==> src/rtl/crc_enc_pkg.sv <==
package crc_enc_pkg;
  localparam int unsigned DATA_W_DEF = 8;
  localparam int unsigned CRC_W_DEF  = 32;
  localparam logic [CRC_W_DEF:0] POLY_ETH = 33'h1_04C1_1DB7;
endpackage

==> src/rtl/crc_bit_step.sv <==
// One division stage: absorb one data bit, MSB first.
module crc_bit_step #(
  parameter int unsigned CRC_W = 32
) (
  input  logic [CRC_W-1:0] r_i,
  input  logic             bit_i,
  input  logic [CRC_W:0]   poly_i,
  output logic [CRC_W-1:0] r_o
);
  logic fb;
  assign fb  = (r_i[CRC_W-1] ^ bit_i) & poly_i[CRC_W];
  assign r_o = {r_i[CRC_W-2:0], 1'b0} ^ ({CRC_W{fb}} & poly_i[CRC_W-1:0]);
endmodule

==> src/rtl/crc_byte_net.sv <==
module crc_byte_net #(
  parameter int unsigned DATA_W = 8,
  parameter int unsigned CRC_W  = 32
) (
  input  logic [DATA_W-1:0] data_i,
  input  logic [CRC_W:0]    poly_i,
  output logic [CRC_W-1:0]  rem_o
);
  logic [DATA_W:0][CRC_W-1:0] stage;
  assign stage[0] = '0;

  for (genvar k = 0; k < DATA_W; k++) begin : g_step
    crc_bit_step #(.CRC_W(CRC_W)) u_step (
      .r_i   (stage[k]),
      .bit_i (data_i[DATA_W-1-k]),
      .poly_i(poly_i),
      .r_o   (stage[k+1])
    );
  end

  assign rem_o = stage[DATA_W];
endmodule

==> src/rtl/crc_out_reg.sv <==
module crc_out_reg #(
  parameter int unsigned DATA_W = 8,
  parameter int unsigned CRC_W  = 32,
  localparam int unsigned CW_W  = DATA_W + CRC_W
) (
  input  logic              clk_i,
  input  logic              rst_ni,
  input  logic              clr_i,
  input  logic [DATA_W-1:0] data_i,
  input  logic [CRC_W-1:0]  rem_i,
  output logic [CRC_W-1:0]  rem_o,
  output logic [CW_W-1:0]   cw_o
);
  always_ff @(posedge clk_i or negedge rst_ni) begin
    if (!rst_ni) begin
      rem_o <= '0;
      cw_o  <= '0;
    end else if (clr_i) begin
      rem_o <= '0;
      cw_o  <= '0;
    end else begin
      rem_o <= rem_i;
      cw_o  <= {data_i, rem_i};
    end
  end
endmodule

==> src/rtl/byte_crc_enc.sv <==
module byte_crc_enc
  import crc_enc_pkg::*;
#(
  parameter int unsigned DATA_W = DATA_W_DEF,
  parameter int unsigned CRC_W  = CRC_W_DEF,
  localparam int unsigned POLY_W = CRC_W + 1,
  localparam int unsigned CW_W   = DATA_W + CRC_W
) (
  input  logic              clk_i,
  input  logic              rst_ni,
  input  logic              clr_i,
  input  logic [DATA_W-1:0] data_i,
  input  logic [POLY_W-1:0] poly_i,
  output logic [CRC_W-1:0]  rem_o,
  output logic [CW_W-1:0]   cw_o
);
  logic [CRC_W-1:0] rem_d;

  crc_byte_net #(.DATA_W(DATA_W), .CRC_W(CRC_W)) u_net (
    .data_i(data_i),
    .poly_i(poly_i),
    .rem_o (rem_d)
  );

  crc_out_reg #(.DATA_W(DATA_W), .CRC_W(CRC_W)) u_reg (
    .clk_i (clk_i),
    .rst_ni(rst_ni),
    .clr_i (clr_i),
    .data_i(data_i),
    .rem_i (rem_d),
    .rem_o (rem_o),
    .cw_o  (cw_o)
  );
endmodule

==> config.mk <==
export PLATFORM = sky130hd
export DESIGN_NAME = byte_crc_enc
export DESIGN_NICKNAME = d
export VERILOG_FILES = /design/src/rtl/crc_enc_pkg.sv /design/src/rtl/crc_bit_step.sv /design/src/rtl/crc_byte_net.sv /design/src/rtl/crc_out_reg.sv /design/src/rtl/byte_crc_enc.sv
export SDC_FILE = /design/constraint.sdc
export NUM_CORES = 1
export LEC_CHECK = 0
export CAP_MARGIN = 25
export CORE_ASPECT_RATIO = 0.5
export CORE_UTILIZATION = 40
export DETAILED_ROUTE_END_ITERATION = 8
export PLACE_DENSITY = 0.78
export RECOVER_POWER = 25
export SETUP_SLACK_MARGIN = 0.2
export SLEW_MARGIN = 20
export SYNTH_ARGS = -nofsm -noshare
export SYNTH_HDL_FRONTEND = slang
export SYNTH_SLANG_ARGS = --single-unit
==> constraint.sdc <==
create_clock -name clk_i -period 0.8 [get_ports clk_i]
set_input_delay 0.08 -clock clk_i [delete_from_list [all_inputs] [get_ports clk_i]]
set_output_delay 0.08 -clock clk_i [all_outputs]
set_load 0.02 [all_outputs]
==> flow_metrics.tcl <==
set metrics [dict create \
    cp_num_buf_inv 4 \
    cp_top_family "simple AND/OR/NAND/NOR gates" \
    dieArea_um2 15600 \
    grt_usage_pct 25.0 \
    dp_cells 1151 \
    cts_root_buf "clkbuf_16" \
    critPathRequiredTime_ps 1010 \
    routedWlPerCell_um 16.9 \
    start_kind "input pin" \
    start_util_pct 41.4 \
    cts.clk_slew.worst_paths_ps 60 \
    worst_hold_slack_ps 93.4 \
    core_area_um2 14600 \
    pwr_density_cell_nw_per_um2 2110 \
    area_growth_pct 51.8 \
    ir_drop_v 0.00108 \
    period_needed_ps 3140 \
    drt_iter0_markers 455 \
    crit_chain "dlygate4sd2_1 -> buf_4 -> or4_1 -> a31oi_1 -> o32a_1 -> o211ai_1 -> and3_4 -> buf_4 -> or2_4 -> buf_4 -> and3_1 -> a31oi_1 -> nand3_1 -> or3_1 -> a21oi_1" \
    drc_errors 0 \
    nFillCells 1190 \
    status "finished with violations" \
    fin_ws_ps -2340 \
    critPathMaxFanout 7 \
    dr.pass1.iters 5 \
    drt_wl_total_mm 20.2 \
    gp_routability_congestion 0.933 \
    failed_checks "setup timing" \
    drv_cap 0 \
    synth-async-reset-ratio_pct 100 \
    die_y_um 88.9 \
    die_x_um 176 \
    drive_gt1_share_pct 40.1 \
    critical_path.max_stage_delay_ps 500 \
    worst_pin_slew_ps 974 \
    numCtsBuffers 5 \
    netlist_instances 819 \
    drt.antenna.violating_nets 0 \
    grt_start_max_net_pins 102 \
    ys_ff_latch 40 \
    leakagePower_nw 3.87 \
    rows 31 \
    ys.flop_type "dfrtp_1" \
    dpl_cell_area_um2 8010 \
    synth.avg_cell_area_um2 7.37 \
    boundaryPins 116 \
    synth_edf_count 0 \
    yosysSeqAreaShare_pct 16.6 \
    clock-sinks 40 \
    grt_pass1_wl_mm 30.8 \
    cp_data_arrival_time_ps 3350 \
    relSlewSlack_pct 35.1 \
    fmax_mhz 318 \
    rsz0062_at_grt "yes" \
    worst_setup_path_end_kind "flop" \
    clk_path_buf_depth 2 \
    syn-num-nets 863 \
    vias_per_cell 5.44 \
    min_path_type "input pin to flop" \
    fin_cells 1196 \
    cts_tree "yes" \
    crit_slowest_cell "or4_1" \
    slew_violations 0 \
    diodes 0 \
    fin_area_um2 9170 \
    gr-total-overflow 0 \
    antenna_found_initial 0 \
    nets 1041 \
    hpwl_mm 13.8 \
    setup_viol 104 \
    synth_area_um2 6040 \
    ys_types 70 \
    crit_top_cell "buf_4" \
    htree_levels 2 \
    synth_warnings 0 \
    num_vias 6505 \
    fin_crit_sh_pct 393 \
    grt_pass1_vias 6122 \
    finalCoreUtilization_pct 62.9 \
    port_buffers 115 \
    total_power_mw 19.3 \
    path_class "input pin to flop" \
    hold_viol 0 \
]
[final cells by class]
class	instances	area [um^2]	area share (%)
Multi-Input combinational cell	652	4890	53.4
Timing Repair Buffer	289	2780	30.3
Inverter	9	33.8	0.369
Sequential cell	40	1040	11.3
Tap cell	198	248	2.70
Clock buffer	6	139	1.52
Clock inverter	2	38.8	0.423
[worst paths after layout]
check                          start                        end  slack, ps  cells past startpoint
max                        data_i[4]   u_reg.rem_o[4]$_DFF_PN0_      -2340                     15
min                            clr_i   u_reg.cw_o[31]$_DFF_PN0_         90                      2
max in group asynchronous     rst_ni   u_reg.rem_o[0]$_DFF_PN0_        160                      3
min in group asynchronous     rst_ni  u_reg.rem_o[18]$_DFF_PN0_        310                      3
[cells by family after synthesis]
family                    count (synthesis)  synth area share [%]
and+or+nand+nor                         332                  26.5
DFF                                      40                  16.6
xor gates and xnor gates                183                  28.9
AOI/OAI and AO/OA                       131                  15.2
muxes                                     6                  1.16
buffers and inverters                   127                  11.7
[Yosys cell counts, types with 3 or more instances]
| master | number | area share (%) |
|---|---|---|
| xnor2_1 | 160 | 23 |
| nand2_1 | 140 | 8.7 |
| clkbuf_1 | 48 | 3.0 |
| buf_4 | 46 | 5.7 |
| nand3_1 | 45 | 3.7 |
| nor2_1 | 44 | 2.7 |
| dfrtp_1 | 40 | 17 |
| and3_1 | 32 | 3.3 |
| a21oi_1 | 25 | 2.1 |
| nand4_1 | 24 | 2.5 |
| o211ai_1 | 21 | 2.6 |
| o21ai_1 | 19 | 1.6 |
| o21ai_0 | 15 | 1.2 |
| buf_2 | 14 | 1.2 |
| nor2b_1 | 11 | 1.1 |
| xor2_1 | 11 | 1.6 |
| inv_1 | 9 | 0.56 |
| and2_1 | 7 | 0.73 |
| xnor3_1 | 7 | 2.6 |
| nor3_1 | 6 | 0.50 |
| a21o_1 | 5 | 0.62 |
| a31oi_1 | 5 | 0.52 |
| buf_1 | 5 | 0.31 |
| buf_6 | 5 | 0.93 |
| a211oi_1 | 4 | 0.50 |
| o21a_1 | 4 | 0.50 |
| or3_1 | 4 | 0.41 |
| a211o_1 | 3 | 0.44 |
| a21oi_2 | 3 | 0.44 |
| mux2i_1 | 3 | 0.50 |
| o21bai_1 | 3 | 0.37 |
[state kept, by name, summed over array words and instances, names as in the netlist]
signal / cells
u_reg.rem_o: 31
u_reg.cw_o: 9
[per-layer routing]
metal,part of all wire [%],GRT usage [%],up-vias
met5,0,0,-
met4,2.7,10.4,0
met3,6.3,4.47,43
met2,50,43.9,269
met1,41,30.8,3115
li1,-,-,3078
[power breakdown]
part | switching, mW | leakage, nW | internal [mW] | total (mW)
combinational | 6.65 | 3.31 | 7.09 | 13.7
clock | 0.878 | 0.0871 | 1.56 | 2.44
sequential | 0.516 | 0.480 | 2.62 | 3.14
[through the flow]
| stage | worst slack, ps | TNS, ps |
|---|---|---|
| 6_report | -2340 | -78970 |
| 5_1_grt | -2540 | -85430 |
| 4_1_cts | -2290 | -79110 |
| 3_5_place_dp | -3040 | -112640 |
| 3_3_place_gp | -2930 | -108840 |
| 2_1_floorplan | -2080 | -62520 |
[cells in the final DEF, fill, tap and decap left out, types with 9 or more instances in the layout]
cell / netlist / final
o21ai_1: 19 / 22
buf_4: 46 / 132
xor2_1: 11 / 9
nand2_2: 0 / 10
xnor2_1: 160 / 141
a21oi_2: 3 / 11
nand3_1: 45 / 39
xnor2_2: 2 / 19
clkdlybuf4s50_1: 0 / 28
and3_1: 32 / 27
dfrtp_1: 40 / 9
nand4_1: 24 / 24
dfrtp_2: 0 / 31
buf_6: 5 / 96
buf_12: 0 / 11
nor2_1: 44 / 43
a21oi_1: 25 / 17
nand2_1: 140 / 129
o211ai_1: 21 / 21
[timing repair]
action                                  in CTS  in global routing
endpoints found under the hold margin       40                  0
endpoints found under the setup margin     112                112
buffers inserted                            24                  9
gates cloned                                 3                  0
hold buffers                                 1                  0
gates resized for setup                    535                 54
pin swaps                                   59                 53
(Power assumes the default switching activity.)
